**src/rtl/rtc_pkg.sv**
```systemverilog
package rtc_pkg;
  localparam int REG_W  = 32;
  localparam int ADDR_W = 5;

  // register slots, decoded from addr[4:2]
  localparam logic [2:0] SLOT_CTRL = 3'd0;
  localparam logic [2:0] SLOT_SET  = 3'd1;
  localparam logic [2:0] SLOT_CLR  = 3'd2;
  localparam logic [2:0] SLOT_TOG  = 3'd3;
  localparam logic [2:0] SLOT_CNT  = 3'd4;

  // control bit positions
  localparam int B_SLOW   = 3;
  localparam int B_STAT   = 5;
  localparam int B_RELOAD = 6;
  localparam int B_UPDATE = 7;
  localparam int B_IEN    = 14;

  localparam logic [REG_W-1:0] CTRL_KEEP =
    (REG_W'(1) << B_SLOW) | (REG_W'(1) << B_STAT) | (REG_W'(1) << B_RELOAD) |
    (REG_W'(1) << B_UPDATE) | (REG_W'(1) << B_IEN);

  typedef enum logic [1:0] {OP_WRITE, OP_SET, OP_CLEAR, OP_FLIP} alias_op_e;

  function automatic logic [REG_W-1:0] alias_apply(
    input logic [REG_W-1:0] cur, input logic [REG_W-1:0] d, input alias_op_e op);
    logic [REG_W-1:0] r;
    case (op)
      OP_SET:   r = cur | d;
      OP_CLEAR: r = cur & ~d;
      OP_FLIP:  r = cur ^ d;
      default:  r = d;
    endcase
    return r & CTRL_KEEP;
  endfunction
endpackage

```
**src/rtl/tmr_ctrl_regs.sv**
```systemverilog
module tmr_ctrl_regs
  import rtc_pkg::*;
#(
  parameter int CNT_W = 16
) (
  input  logic              clk,
  input  logic              rst_n,
  input  logic              wr_en,
  input  logic [ADDR_W-1:0] addr,
  input  logic [REG_W-1:0]  wdata,
  input  logic              expire,
  output logic [REG_W-1:0]  ctrl,
  output logic [CNT_W-1:0]  fixed_cnt,
  output logic              cnt_wr,
  output logic              load_now
);
  logic [2:0]       slot;
  logic             ctrl_wr;
  logic             stat_ack;
  alias_op_e        op;
  logic [REG_W-1:0] ctrl_next;

  assign slot     = addr[4:2];
  assign ctrl_wr  = wr_en && (slot <= SLOT_TOG);
  assign cnt_wr   = wr_en && (slot == SLOT_CNT);
  assign load_now = cnt_wr && ctrl[B_UPDATE];
  assign stat_ack = ctrl_wr && (slot == SLOT_CLR) && wdata[B_STAT];
  assign op       = alias_op_e'(slot[1:0]);

  always_comb begin
    ctrl_next = ctrl_wr ? alias_apply(ctrl, wdata, op) : ctrl;
    if (expire) ctrl_next[B_STAT] = 1'b1;  // expiry wins over any clear
  end

  always_ff @(posedge clk or negedge rst_n) begin
    if (!rst_n) begin
      ctrl      <= '0;
      fixed_cnt <= '0;
    end else begin
      ctrl <= ctrl_next;
      if (cnt_wr) fixed_cnt <= wdata[CNT_W-1:0];
    end
  end

  AST_EXPIRY_SETS_STATUS: assert property (@(posedge clk) disable iff (!rst_n)
    expire |=> ctrl[B_STAT]);
  AST_STATUS_STICKY: assert property (@(posedge clk) disable iff (!rst_n)
    ctrl[B_STAT] && !ctrl_wr |=> ctrl[B_STAT]);
  AST_ACK_RACE: assert property (@(posedge clk) disable iff (!rst_n)
    stat_ack && expire |=> ctrl[B_STAT]);
endmodule

```
**src/rtl/tmr_down_counter.sv**
```systemverilog
module tmr_down_counter #(
  parameter int CNT_W = 16
) (
  input  logic             clk,
  input  logic             rst_n,
  input  logic             step,
  input  logic             reload_mode,
  input  logic             cnt_wr,
  input  logic             load_now,
  input  logic [CNT_W-1:0] load_val,
  input  logic [CNT_W-1:0] fixed_cnt,
  output logic [CNT_W-1:0] cnt,
  output logic             expire
);
  logic armed;

  function automatic logic [CNT_W-1:0] cnt_next(
    input logic [CNT_W-1:0] c, input logic st, input logic ex,
    input logic rl, input logic [CNT_W-1:0] fx);
    if (ex)              return rl ? fx : '0;
    else if (st && c != '0) return c - CNT_W'(1);
    else                 return c;
  endfunction

  assign expire = step && armed && (cnt == '0) && !load_now;

  always_ff @(posedge clk or negedge rst_n) begin
    if (!rst_n) begin
      cnt   <= '0;
      armed <= 1'b0;
    end else begin
      if (load_now) cnt <= load_val;
      else          cnt <= cnt_next(cnt, step, expire, reload_mode, fixed_cnt);
      if (cnt_wr)                       armed <= 1'b1;
      else if (expire && !reload_mode)  armed <= 1'b0;
    end
  end

  AST_DECREMENT: assert property (@(posedge clk) disable iff (!rst_n)
    step && !load_now && cnt != '0 |=> cnt == $past(cnt) - CNT_W'(1));
  AST_RELOAD: assert property (@(posedge clk) disable iff (!rst_n)
    expire && reload_mode |=> cnt == $past(fixed_cnt));
  AST_ONESHOT_PARK: assert property (@(posedge clk) disable iff (!rst_n)
    expire && !reload_mode && !cnt_wr |=> cnt == '0 && !expire);
  AST_LOAD_NOW: assert property (@(posedge clk) disable iff (!rst_n)
    load_now |=> cnt == $past(load_val));
  AST_HOLD: assert property (@(posedge clk) disable iff (!rst_n)
    !step && !load_now |=> $stable(cnt));
endmodule

```
**src/rtl/reload_timer_chan.sv**
```systemverilog
module reload_timer_chan
  import rtc_pkg::*;
#(
  parameter int CNT_W = 16
) (
  input  logic              clk,
  input  logic              rst_n,
  input  logic              tick_en,
  input  logic              wr_en,
  input  logic [ADDR_W-1:0] addr,
  input  logic [REG_W-1:0]  wdata,
  output logic [REG_W-1:0]  rdata,
  output logic              irq
);
  localparam int RD_HI = 2 * CNT_W;

  logic [REG_W-1:0] ctrl;
  logic [CNT_W-1:0] fixed_cnt;
  logic [CNT_W-1:0] cnt;
  logic             cnt_wr, load_now, expire, step;

  tmr_ctrl_regs #(.CNT_W(CNT_W)) u_regs (
    .clk(clk), .rst_n(rst_n), .wr_en(wr_en), .addr(addr), .wdata(wdata),
    .expire(expire), .ctrl(ctrl), .fixed_cnt(fixed_cnt),
    .cnt_wr(cnt_wr), .load_now(load_now)
  );

  assign step = ctrl[B_SLOW] ? tick_en : 1'b1;

  tmr_down_counter #(.CNT_W(CNT_W)) u_cnt (
    .clk(clk), .rst_n(rst_n), .step(step), .reload_mode(ctrl[B_RELOAD]),
    .cnt_wr(cnt_wr), .load_now(load_now), .load_val(wdata[CNT_W-1:0]),
    .fixed_cnt(fixed_cnt), .cnt(cnt), .expire(expire)
  );

  assign irq = ctrl[B_STAT] && ctrl[B_IEN];

  always_comb begin
    rdata = '0;
    if (addr[4:2] <= SLOT_TOG) rdata = ctrl;
    else if (addr[4:2] == SLOT_CNT) begin
      rdata[CNT_W-1:0]     = fixed_cnt;
      rdata[RD_HI-1:CNT_W] = cnt;
    end
  end

  AST_IRQ_NEEDS_ENABLE: assert property (@(posedge clk) disable iff (!rst_n)
    $rose(irq) |-> ctrl[B_IEN] && ctrl[B_STAT]);
  AST_NO_EARLY_EXPIRY: assert property (@(posedge clk) disable iff (!rst_n)
    expire |-> cnt == '0);
endmodule

```
**config.mk**
```make
export PLATFORM = sky130hd
export DESIGN_NAME = reload_timer_chan
export DESIGN_NICKNAME = d
export VERILOG_FILES = /design/src/rtl/rtc_pkg.sv /design/src/rtl/tmr_ctrl_regs.sv /design/src/rtl/tmr_down_counter.sv /design/src/rtl/reload_timer_chan.sv
export SDC_FILE = /design/constraint.sdc
export NUM_CORES = 1
export LEC_CHECK = 0
export ABC_AREA = 1
export ABC_CLOCK_PERIOD_IN_PS = 3440
export BUFFER_PORTS_ARGS = -buffer_cell sky130_fd_sc_hd__buf_2
export CORE_AREA = 5 5 112 114
export DETAILED_ROUTE_END_ITERATION = 6
export DIE_AREA = 0 0 117 119
export HOLD_SLACK_MARGIN = 0.05
export SLEW_MARGIN = 20
export SYNTH_ARGS = -nofsm -noshare
export SYNTH_HDL_FRONTEND = slang
export SYNTH_HIERARCHICAL = 1
export SYNTH_SLANG_ARGS = --single-unit
```
**constraint.sdc**
```tcl
create_clock -name clk -period 3.44 [get_ports clk]
set_clock_uncertainty 0.1 [all_clocks]
set_input_delay 0.344 -clock clk [delete_from_list [all_inputs] [get_ports clk]]
set_output_delay 0.344 -clock clk [all_outputs]
set_load 0.005 [all_outputs]
```
==> results.md, run 1 <==
- Outcome: completed
- Initial Util: 30.3%
- Post-synthesis instance area: between 3000 and 4000 sq um
- ANT cells: 0
- Routed vias/inst: roughly 4.6
- Leakage: 2.11 nW
- Initial antenna violation count: 0
- Crit path top cell by count: nor2_1
- First-pass GRT wire length: 16,000 um
- Sink Count: 38
- Power Density: roughly 530 nW/um^2
- DRT Pass-1 Iters: 5
- CP Cell Sequence: buf_2 -> nor2_4 -> nand3_4 -> nor2_1 -> clkinv_1 -> nand3_2 -> o21ai_0 -> nor2_1 -> nor2_1
- Layout cell share with drive strength beyond 1: ~14%
- Hold Buf Count CTS: 0
- Measured slew at the worst slew-check pin: between 900 and 1000 ps
- Post-CTS sizing: 0
- Cells after synthesis: around 550
- PortBufs: between 50 and 60
- Die area: about 14,000 sq um
- CTS Root Cell: clkbuf_16
- Post-synthesis sequential area ratio: 27.8%
- Vert. Die Dim: around 120 um
- Final ANT Viol Nets: 0
- Post-DR wirelength/cell: about 13 um
- Count of final setup violators: 0
- Number of distinct library cells after synthesis: 26
- Core ar.: about 11,000 sq um
- Max_cap viols: 0
- Skew-Pair Late Insertion Delay: 280 ps
- Area leader, netlist: dfrtp_1
- EDFF count, synth: 0
- Final worst path period need: ~2500 ps
- Final worst path period share: 72.4%
- Setup CP Type: input port to register
- Initial DRC count: between 200 and 300
- Clock Pin Slew Worst Setup and Hold Paths: 60 ps
- Hold Crit Class: input port to asynchronous set/reset pin
- Crit path DAT: around 2600 ps
- Yosys Warn Count: 6
- Nets: between 600 and 700
- Post-Syn Area per Cell: ~6.3 sq um
- Post-CTS setup buffer count: 0
- Highest Clock Rate: 402 MHz
- Final Hold Viols: 0
- Overall routing resource usage: 14.0%
- Slowest cell on crit path: nand3_2
- Die width: around 120 um
- Total CTS buffers: 5
- Area contributors post-synth: dfrtp_1 (28%), nand2_1 (25%), nor2_1 (8.8%), nand3_1 (7.5%), buf_4 (5.9%)
- CP Capture Type: register
- Fin Setup TNS: 0 ps
- IO Count: 74
- Gp weighted congestion: about 0.9
- CTS tree: built
- Most common cell in the netlist: nand2_1
- Area Growth Syn to Fin: 9.97%
- DR vias: between 3,000 and 4,000
- CP required: between 3000 and 4000 ps
- Commonest cells in the netlist: nand2_1 (225), nor2_1 (80), nand3_1 (51)
- Startpoint types: input port
- Top-area cell type share of the netlist area: 27.8%
- Final Max Tran Viols: 0
- Relative slew margins: between 30% and 40%
- Final Worst Setup Slack: between 900 and 1000 ps
- Synthesis-stage register bit count: 38
- Synth Flop Type: dfrtp_1
- WHS: approximately 100 ps
- Worst VDD drop: between 0.3 and 0.4 mV
- FP Rows: 39
- Unrepaired setup endpoints after global routing: no
- Asr flop ratio synth: 100%
- Vias in the first global route: approximately 3,300
- DRC: 0
- Setup WS pre-CTS: ~700 ps
- Critical path peak fanout: 29
- GRT overflow: 0
- Wire length after detailed routing: around 9400 um
- Maximum buffer depth of the clock tree: 2
- Clock H-tree levels: 2
- Final core utilization: roughly a third
- Pin count of the biggest net entering global routing: 39
- Total power: between 1.5 and 2 mW
- Post-detail-place hpwl: 7030 um
- CP peak stage delay: 510 ps
-- sequential cells by signal, indices dropped and copies added, names as in the netlist --
name / flops
u_regs/ctrl: 5
u_regs/fixed_cnt: 16
u_cnt/cnt: 16
u_cnt/armed: 1
-- stage by stage --
stage	cells	cell area, sq um
2_1_floorplan	574	3520
3_3_place_gp	726	3600
3_5_place_dp	726	3600
4_1_cts	734	3770
5_1_grt	734	3770
6_report	734	3770
-- worst max-delay path, delay by kind of cell --
| kind | cells | cell delay [ps] |
|---|---|---|
| AOI/OAI and AO/OA | 1 | 230 |
| and+or+nand+nor | 6 | 1510 |
| buffers and inverters | 2 | 460 |
-- placed cells by master, fill, tap and decap left out, drive strengths merged, types with 2 or more instances in the layout --
master,instances
clkinv,2
nand3b,8
o21ai,23
buf,57
dfrtp,38
o21bai,2
inv,36
nor2,85
nand4,4
clkbuf,8
nand2,225
ha,12
a21oi,8
nand3,54
conb,27
-- per-layer routing --
| layer | vias to the layer above | GRT usage (%) | share of wire (%) |
|---|---|---|---|
| met5 | - | 0 | 0 |
| met3 | 14 | 1.72 | 4.5 |
| met1 | 1494 | 19.3 | 47 |
| li1 | 1737 | - | - |
| met4 | 0 | 4.37 | 2.0 |
| met2 | 111 | 22.6 | 47 |
-- logic make-up after synthesis --
family                   synth area share, %
XOR/XNOR                               0.511
AO/OA/AOI/OAI                           5.51
flip-flops                              27.8
adder cells (fa/ha/maj)                 4.38
buffers and inverters                   15.7
other                                  0.109
AND/OR/NAND/NOR                         46.0
-- path summary, 6_finish.rpt --
check | start | end | slack [ps] | depth (start not counted)
worst max-delay path | addr[3] | u_cnt/cnt[8] | 950 | 9
worst min-delay path | rst_n | u_cnt/cnt[15] | 100 | 1
worst max register to register | u_cnt/cnt[4] | u_cnt/cnt[8] | 1020 | 9
worst min register to register | u_regs/fixed_cnt[9] | u_regs/fixed_cnt[9] | 410 | 2
max in group asynchronous | rst_n | u_regs/ctrl[6] | 2570 | 1
min in group clk | wdata[10] | u_regs/fixed_cnt[10] | 180 | 3
-- power by group --
group | internal [mW] | switching, mW
sequential | 0.585 | 0.210
clock | 0.328 | 0.180
combinational | 0.266 | 0.412
total | 1.18 | 0.802
-- final cells by class --
type	count	area [sq um]
Clock buffer	8	166
Fill cell	1238	7550
Sequential cell	38	951
Timing Repair Buffer	57	290
Inverter	38	146
Multi-Input combinational cell	450	2030
Tap cell	143	179
(Power assumes the default switching activity.)
==> inputs of run 2 (changes only) <==
ABC_AREA = 0   (was 1)
ABC_CLOCK_PERIOD_IN_PS = 2100   (was 3440)
CORE_AREA = 5 5 113 115   (was 5 5 112 114)
DIE_AREA = 0 0 118 120   (was 0 0 117 119)
clock period = 2.1 ns   (was 3.44 ns; I/O delays follow)
==> run 2 against run 1 <==
Compared with the run above: register-to-register slack worse by 930 ps; power rose by 100%; routed wire length increased by 6.2%; synthesized cell count down 32%; critical endpoint is now u_cnt/cnt[3]; final area is 15% higher; clock-buffer cell count shrank 2; combinational power grew to 2.5 times the previous value; largest power group is now combinational cells; clock power up 100%; worst setup slack worse by 860 ps.
==> results.md, run 2 <==
- Unrepaired setup endpoints after global routing: no
- EDFF count, synth: 0 (unchanged)
- Vert. Die Dim: 120 um (+0.84%)
- DR vias: 3,068 (-8.6%)
- Wire length after detailed routing: 10,000 um (+6.2%)
- IO Count: 74 (unchanged)
- Clock Pin Slew Worst Setup and Hold Paths: 60 ps (about the same)
- CTS Root Cell: clkbuf_16
- Die area: 14,200 sq um (+1.7%)
- Post-CTS setup buffer count: 0 (unchanged)
- Measured slew at the worst slew-check pin: 527 ps (-385 ps)
- Worst VDD drop: 0.353 mV (+13%)
- Die width: 118 um (+0.85%)
- Area Growth Syn to Fin: 23.8%
- Initial antenna violation count: 0 (unchanged)
- Skew-Pair Late Insertion Delay: 280 ps (about the same)
- Number of distinct library cells after synthesis: 68 (+160%)
- Outcome: completed
- R2R Path Start: u_cnt/cnt[0]
- Initial Util: 30.0% (-0.28 points)
- Most common cell in the netlist: inv_1
- DRT Pass-1 Iters: 4 (-1)
- Commonest cells in the netlist: inv_1 (50), nand2_1 (47), dfrtp_1 (38)
- Cells after synthesis: 375 (-32%)
- First-pass GRT wire length: 16,500 um (+3.2%)
- Total CTS buffers: 5 (unchanged)
- Vias in the first global route: 3,266 (-0.031%)
- Pin count of the biggest net entering global routing: 39 (unchanged)
- Power Density: 911 nW/um^2 (+73%)
- DRC: 0 (unchanged)
- Final Hold Viols: 0 (unchanged)
- Layout cell share with drive strength beyond 1: 40.9% (+27 points)
- Critical path peak fanout: 4 (-86%)
- Highest Clock Rate: approximately 500 MHz
- Nets: 521 (-19%)
- R2R setup slack: 90 ps (-930 ps)
- Reg2reg path depth: 8 (-1)
- Maximum buffer depth of the clock tree: 2 (unchanged)
- Post-detail-place hpwl: 7800 um (+11%)
- Clock H-tree levels: 2 (unchanged)
- CP required: 2150 ps (-1350 ps)
- Top flop regs: u_cnt/cnt (16), u_regs/fixed_cnt (16), u_regs/ctrl (5)
- Final Max Tran Viols: 0 (unchanged)
- Leakage: 1.96 nW (-7.1%)
- GRT overflow: 0 (unchanged)
- Post-synthesis instance area: 3510 sq um (+2.5%)
- FP Rows: 40 (+2.6%)
- Relative slew margins: 64.4% (+25 points)
- Initial DRC count: 154 (-44%)
- Worst setup path end: u_cnt/cnt[3]
- CTS tree: built
- Final worst path period share: between 90% and 100%
- Reg2reg end: u_cnt/cnt[3]
- Startpoint types: register
- Overall routing resource usage: 14.2% (+0.26 points)
- Commonest non-fill, non-tap cell in the layout: buf_2
- Post-DR wirelength/cell: 16.3 um (+27%)
- CP Capture Type: register
- Top-area cell type share of the netlist area: 27.1% (-0.67 points)
- Hold Crit Class: input port to register
- Most frequent cells in the layout: buf_2 (55), buf_4 (51), inv_1 (50), nand2_1 (47), dfrtp_1 (38)
- Crit path DAT: 2060 ps (-490 ps)
- Post-Syn Area per Cell: 9.36 sq um (+50%)
- Count of final setup violators: 0 (unchanged)
- Synthesis-stage register bit count: 38 (unchanged)
- Max_cap viols: 0 (unchanged)
- CP peak stage delay: 470 ps (-40 ps)
- Area leader, netlist: dfrtp_1
- Fin Setup TNS: 0 ps (unchanged)
- Asr flop ratio synth: 100% (unchanged)
- Critical Path Start: u_cnt/cnt[0]
- ANT cells: 0 (unchanged)
- Post-synthesis sequential area ratio: 27.1% (-0.67 points)
- Synth Flop Type: dfrtp_1
- Sink Count: 38 (unchanged)
- Gp weighted congestion: 0.906 (+1.5%)
- Yosys Warn Count: 6 (unchanged)
- Routed vias/inst: 4.98 (+8.9%)
- Setup CP Type: register to register
- PortBufs: 55 (unchanged)
- Area contributors post-synth: dfrtp_1 (27%), o22ai_2 (11%), buf_4 (6.2%), inv_1 (5.3%), nand2_1 (5.0%)
- CP Cell Sequence: inv_1 -> ha_1 -> nor4b_4 -> buf_4 -> nand4_1 -> nand2_1 -> o41ai_1 -> a211oi_2
- Final worst path period need: roughly 2000 ps
- WHS: 75.1 ps (-24.8 ps)
- Slowest cell on crit path: o41ai_1
- Final ANT Viol Nets: 0 (unchanged)
- Core ar.: 11,700 sq um (+3.4%)
==> run 2: final cells by class <==
type                       count  area [sq um]
sequential                    38           951
multi-input combinational    263          2110
inverter                      51           193
tap                          147           184
timing repair buffer         109           708
fill                        1238          7370
clock inverter                 2          60.1
clock buffer                   6           139
==> run 2: logic make-up after synthesis <==
logic type	Yosys count	share of synthesized area [%]
other cells	1	0.107
flops	38	27.1
compound gates	94	24.4
fa+ha+maj	12	4.28
xor+xnor	1	0.250
buf+inv	100	16.7
simple gates	103	16.1
mux	26	11.0
==> run 2: worst max-delay path, delay by kind of cell (launching register included) <==
| family | cells | cell delay, ps |
|---|---|---|
| adders and majority gates | 1 | 200 |
| AOI/OAI and AO/OA | 2 | 600 |
| DFF | 1 | 340 |
| and+or+nand+nor | 3 | 430 |
| buffers and inverters | 2 | 220 |
==> run 2: worst min-delay path by stage <==
stage,startpoint,endpoint,slack (ps),depth (start not counted)
after global placement,rst_n,u_regs/fixed_cnt[0],210,2
after global routing,wdata[11],u_regs/fixed_cnt[11],80,2
final,wdata[10],u_regs/fixed_cnt[10],80,2
after floorplan,rst_n,u_cnt/armed,-190,0
after detailed placement,rst_n,u_regs/fixed_cnt[0],220,2
after CTS,wdata[10],u_regs/fixed_cnt[10],70,2
==> run 2: where the power goes <==
group	switching [mW]	total, mW	internal (mW)
registers	0.234	1.20	0.967
clock network	0.314	1.03	0.714
logic	0.857	1.73	0.875
total	1.40	3.96	2.56
==> run 2: routing by layer <==
| metal | part of all wire, % | vias up | global-route usage, % |
|---|---|---|---|
| met3 | 4.3 | 12 | 2.54 |
| met4 | 1.2 | 0 | 3.01 |
| li1 | - | 1456 | - |
| met1 | 44 | 1535 | 17.2 |
| met5 | 0 | - | 0 |
| met2 | 51 | 65 | 26.3 |
==> run 2: timing repair <==
| action | CTS | global route |
|---|---|---|
| endpoints found under the setup margin | 14 | 9 |
| hold buffers | 1 | 0 |
| endpoints found under the hold margin | 38 | 0 |
| gates resized for setup | 2 | 5 |
==> run 2: stage by stage <==
step | area [sq um] | util [%] | power [mW] | std cells | setup slack, ps
4_1_cts | 4320 | 36.9 | 3.98 | 616 | 9.36
5_1_grt | 4350 | 37.1 | 4.21 | 616 | 2.34
3_3_place_gp | 4100 | 35.0 | 2.87 | 607 | -40.6
3_5_place_dp | 4100 | 35.0 | 2.93 | 607 | -73.2
6_report | 4350 | 37.1 | 3.96 | 616 | 87.7
2_1_floorplan | 3610 | - | 2.19 | 401 | 47.0
==> inputs of run 3 (changes only) <==
ABC_CLOCK_PERIOD_IN_PS = 2230   (was 2100)
clock period = 2.23 ns   (was 2.1 ns; I/O delays follow)
==> run 3 against run 2 <==
Compared with the run above: worst setup slack better by 29 ps; clock power down 29%; die area unchanged; sequential power about the same; first-iteration DRC count down 10%; non-clock buffer count down 19; critical endpoint unchanged; largest cell class unchanged.
==> results.md, run 3 (synthesis results as in run 2) <==
- Vert. Die Dim: 120 um (unchanged)
- Worst VDD drop: 0.297 mV (-16%)
- Fillers: 1,255 (+1.4%)
- CP Capture Type: register
- Slowest cell on crit path: dfrtp_1
- Total CTS buffers: 5 (unchanged)
- Die width: 118 um (unchanged)
- Top flop regs: u_cnt/cnt (16), u_regs/fixed_cnt (16), u_regs/ctrl (5)
- Reg2reg end: u_cnt/cnt[3]
- CP Cell Sequence: inv_1 -> nor4_2 -> buf_4 -> buf_4 -> mux2_2 -> a221oi_2 -> a211oi_2
- Initial DRC count: 138 (-10%)
- Layout cell share with drive strength beyond 1: 38.0% (-2.9 points)
- Count of final setup violators: 0 (unchanged)
- FP Rows: 40 (unchanged)
- NetSw: 1.28 mW (-8.5%)
- Maximum buffer depth of the clock tree: 2 (unchanged)
- R2R setup slack: 120 ps (+30 ps)
- Critical path peak fanout: 20 (+16)
- Gp weighted congestion: 0.948 (+4.5%)
- WHS: 92.7 ps (+17.5 ps)
- Total power: 3.35 mW (-15%)
- Initial antenna violation count: 0 (unchanged)
- Clock Pin Slew Worst Setup and Hold Paths: 60 ps (about the same)
- Startpoint types: register
- Power Density: 811 nW/um^2 (-11%)
- CP required: 2280 ps (+130 ps)
- DR vias: 2,929 (-4.5%)
- GR Util met3: 2.59% (+0.047 points)
- Switching Share: 38.4% (+2.9 points)
- Final ANT Viol Nets: 0 (unchanged)
- CTS tree: built
- IO Count: 74 (unchanged)
- R2R Path Start: u_regs/ctrl[7]
- DP Area: 3950 sq um (-3.8%)
- Wire length after detailed routing: 9960 um (-0.56%)
- Post-detail-place hpwl: 7850 um (+0.54%)
- Relative slew margins: 62.9% (-1.4 points)
- Max_cap viols: 0 (unchanged)
- Overall routing resource usage: 14.2% (-0.055 points)
- Reg2reg path depth: 7 (-1)
- DRC: 0 (unchanged)
- Most frequent cells in the layout: buf_2 (55), inv_1 (50), nand2_1 (47), dfrtp_1 (38), buf_4 (33)
- Hold Crit Class: input port to register
- Sink Count: 38 (unchanged)
- Pin count of the biggest net entering global routing: 36 (-7.7%)
- Commonest non-fill, non-tap cell in the layout: buf_2
- Crit path DAT: 2160 ps (+100 ps)
- Initial Util: 30.0% (unchanged)
- Die area: 14,200 sq um (unchanged)
- Core ar.: 11,700 sq um (unchanged)
- Measured slew at the worst slew-check pin: 555 ps (+27.4 ps)
- Post-CTS setup buffer count: 0 (unchanged)
- Unrepaired setup endpoints after global routing: yes
- Hold Path End: u_regs/fixed_cnt[12]
- Met1 Usage GRT: 18.5% (+1.3 points)
- Outcome: completed
- Highest Clock Rate: 473 MHz (-4.8%)
- Final worst path period share: 94.8% (-1.0 points)
- DRT Pass-1 Iters: 4 (unchanged)
- Clock power frac: 22.0% (-4.0 points)
- Area Growth Syn to Fin: 17.5%
- Hold depth: 2 (unchanged)
- Post-DR wirelength/cell: 16.7 um (+2.6%)
- Final Max Tran Viols: 0 (unchanged)
- Final Hold Viols: 0 (unchanged)
- Final worst path period need: 2110 ps (+101 ps)
- Skew-Pair Late Insertion Delay: 280 ps (about the same)
- Design area: 4130 sq um (-5.0%)
- Nets: 502 (-3.6%)
- Logic pwr share: 42.5% (-1.2 points)
- ANT cells: 0 (unchanged)
- Leakage: 1.84 nW (-6.4%)
- CTS Root Cell: clkbuf_16
- GR met2 Demand/Resource: 24.0% (-2.3 points)
- Routed vias/inst: 4.91 (-1.5%)
- GRT overflow: 0 (unchanged)
- Min-Delay Startpoint: wdata[12]
- Final core utilization: 35.2% (-1.9 points)
- Internal: 2.06 mW (-19%)
- Gr busiest metal: met2
- PortBufs: 55 (unchanged)
- First-pass GRT wire length: 16,400 um (-0.63%)
- Setup CP Type: register to register
- Sequential Power Share: 35.5% (+5.2 points)
- Crit path top cell by count: buf_4
- CP peak stage delay: 400 ps (-70 ps)
- Clock H-tree levels: 2 (unchanged)
- Vias in the first global route: 3,072 (-5.9%)
## run 3: per-layer routing
metal,vias to the layer above,routed length [um]
li1,1428,-
met1,1425,4480
met2,61,4990
met3,15,346
met4,0,143
met5,-,0
## run 3: per-stage QoR
stage | setup WS (ps) | std cells | TNS (ps)
finish | 116 | 597 | 0
global route | -1.02 | 597 | -1.02
CTS | 60.1 | 597 | 0
detailed placement | 83.6 | 588 | 0
global placement | 116 | 588 | 0
floorplan | 177 | 401 | 0
## run 3: worst max-delay path by stage
| stage | from | slack [ps] | depth (start not counted) | to |
|---|---|---|---|---|
| 3_5_place_dp | u_cnt/cnt[0] | 80 | 8 | u_cnt/cnt[3] |
| 6_report | u_regs/ctrl[7] | 120 | 7 | u_cnt/cnt[3] |
| 4_1_cts | u_cnt/cnt[0] | 60 | 8 | u_cnt/cnt[3] |
| 5_1_grt | u_regs/ctrl[7] | -1 | 7 | u_cnt/cnt[11] |
| 3_3_place_gp | u_cnt/cnt[1] | 120 | 8 | u_cnt/cnt[8] |
| 2_1_floorplan | u_regs/ctrl[7] | 180 | 8 | u_cnt/cnt[1] |
## run 3: power groups by stage
stage | sequential (mW) | clock [mW] | combinational (mW)
4_1_cts | 1.19 | 0.747 | 1.42
3_5_place_dp | 1.20 | 0 | 1.41
3_3_place_gp | 1.18 | 0 | 1.39
6_report | 1.19 | 0.736 | 1.42
5_1_grt | 1.22 | 0.776 | 1.57
2_1_floorplan | 1.15 | 0 | 0.910
## run 3: critical path: cells and delay by family (launching register included)
kind                   cells  cell delay [ps]
AO/OA/AOI/OAI              2              340
buffers and inverters      3              500
flip-flops                 1              400
multiplexers               1              390
AND/OR/NAND/NOR            1              240
## run 3: repair_timing
| action | CTS | global route |
|---|---|---|
| endpoints found under the setup margin | 0 | 8 |
| endpoints found under the hold margin | 11 | 0 |
| resized for setup | 0 | 3 |
| hold buffers | 1 | 0 |
## run 3: cell type report
type | count | area, sq um | area share, %
clock buffer | 6 | 139 | 3.37
tap | 147 | 184 | 4.46
sequential | 38 | 951 | 23.0
inverter | 51 | 193 | 4.67
clock inverter | 2 | 12.5 | 0.303
multi-input combinational | 263 | 2090 | 50.8
timing repair buffer | 90 | 553 | 13.4
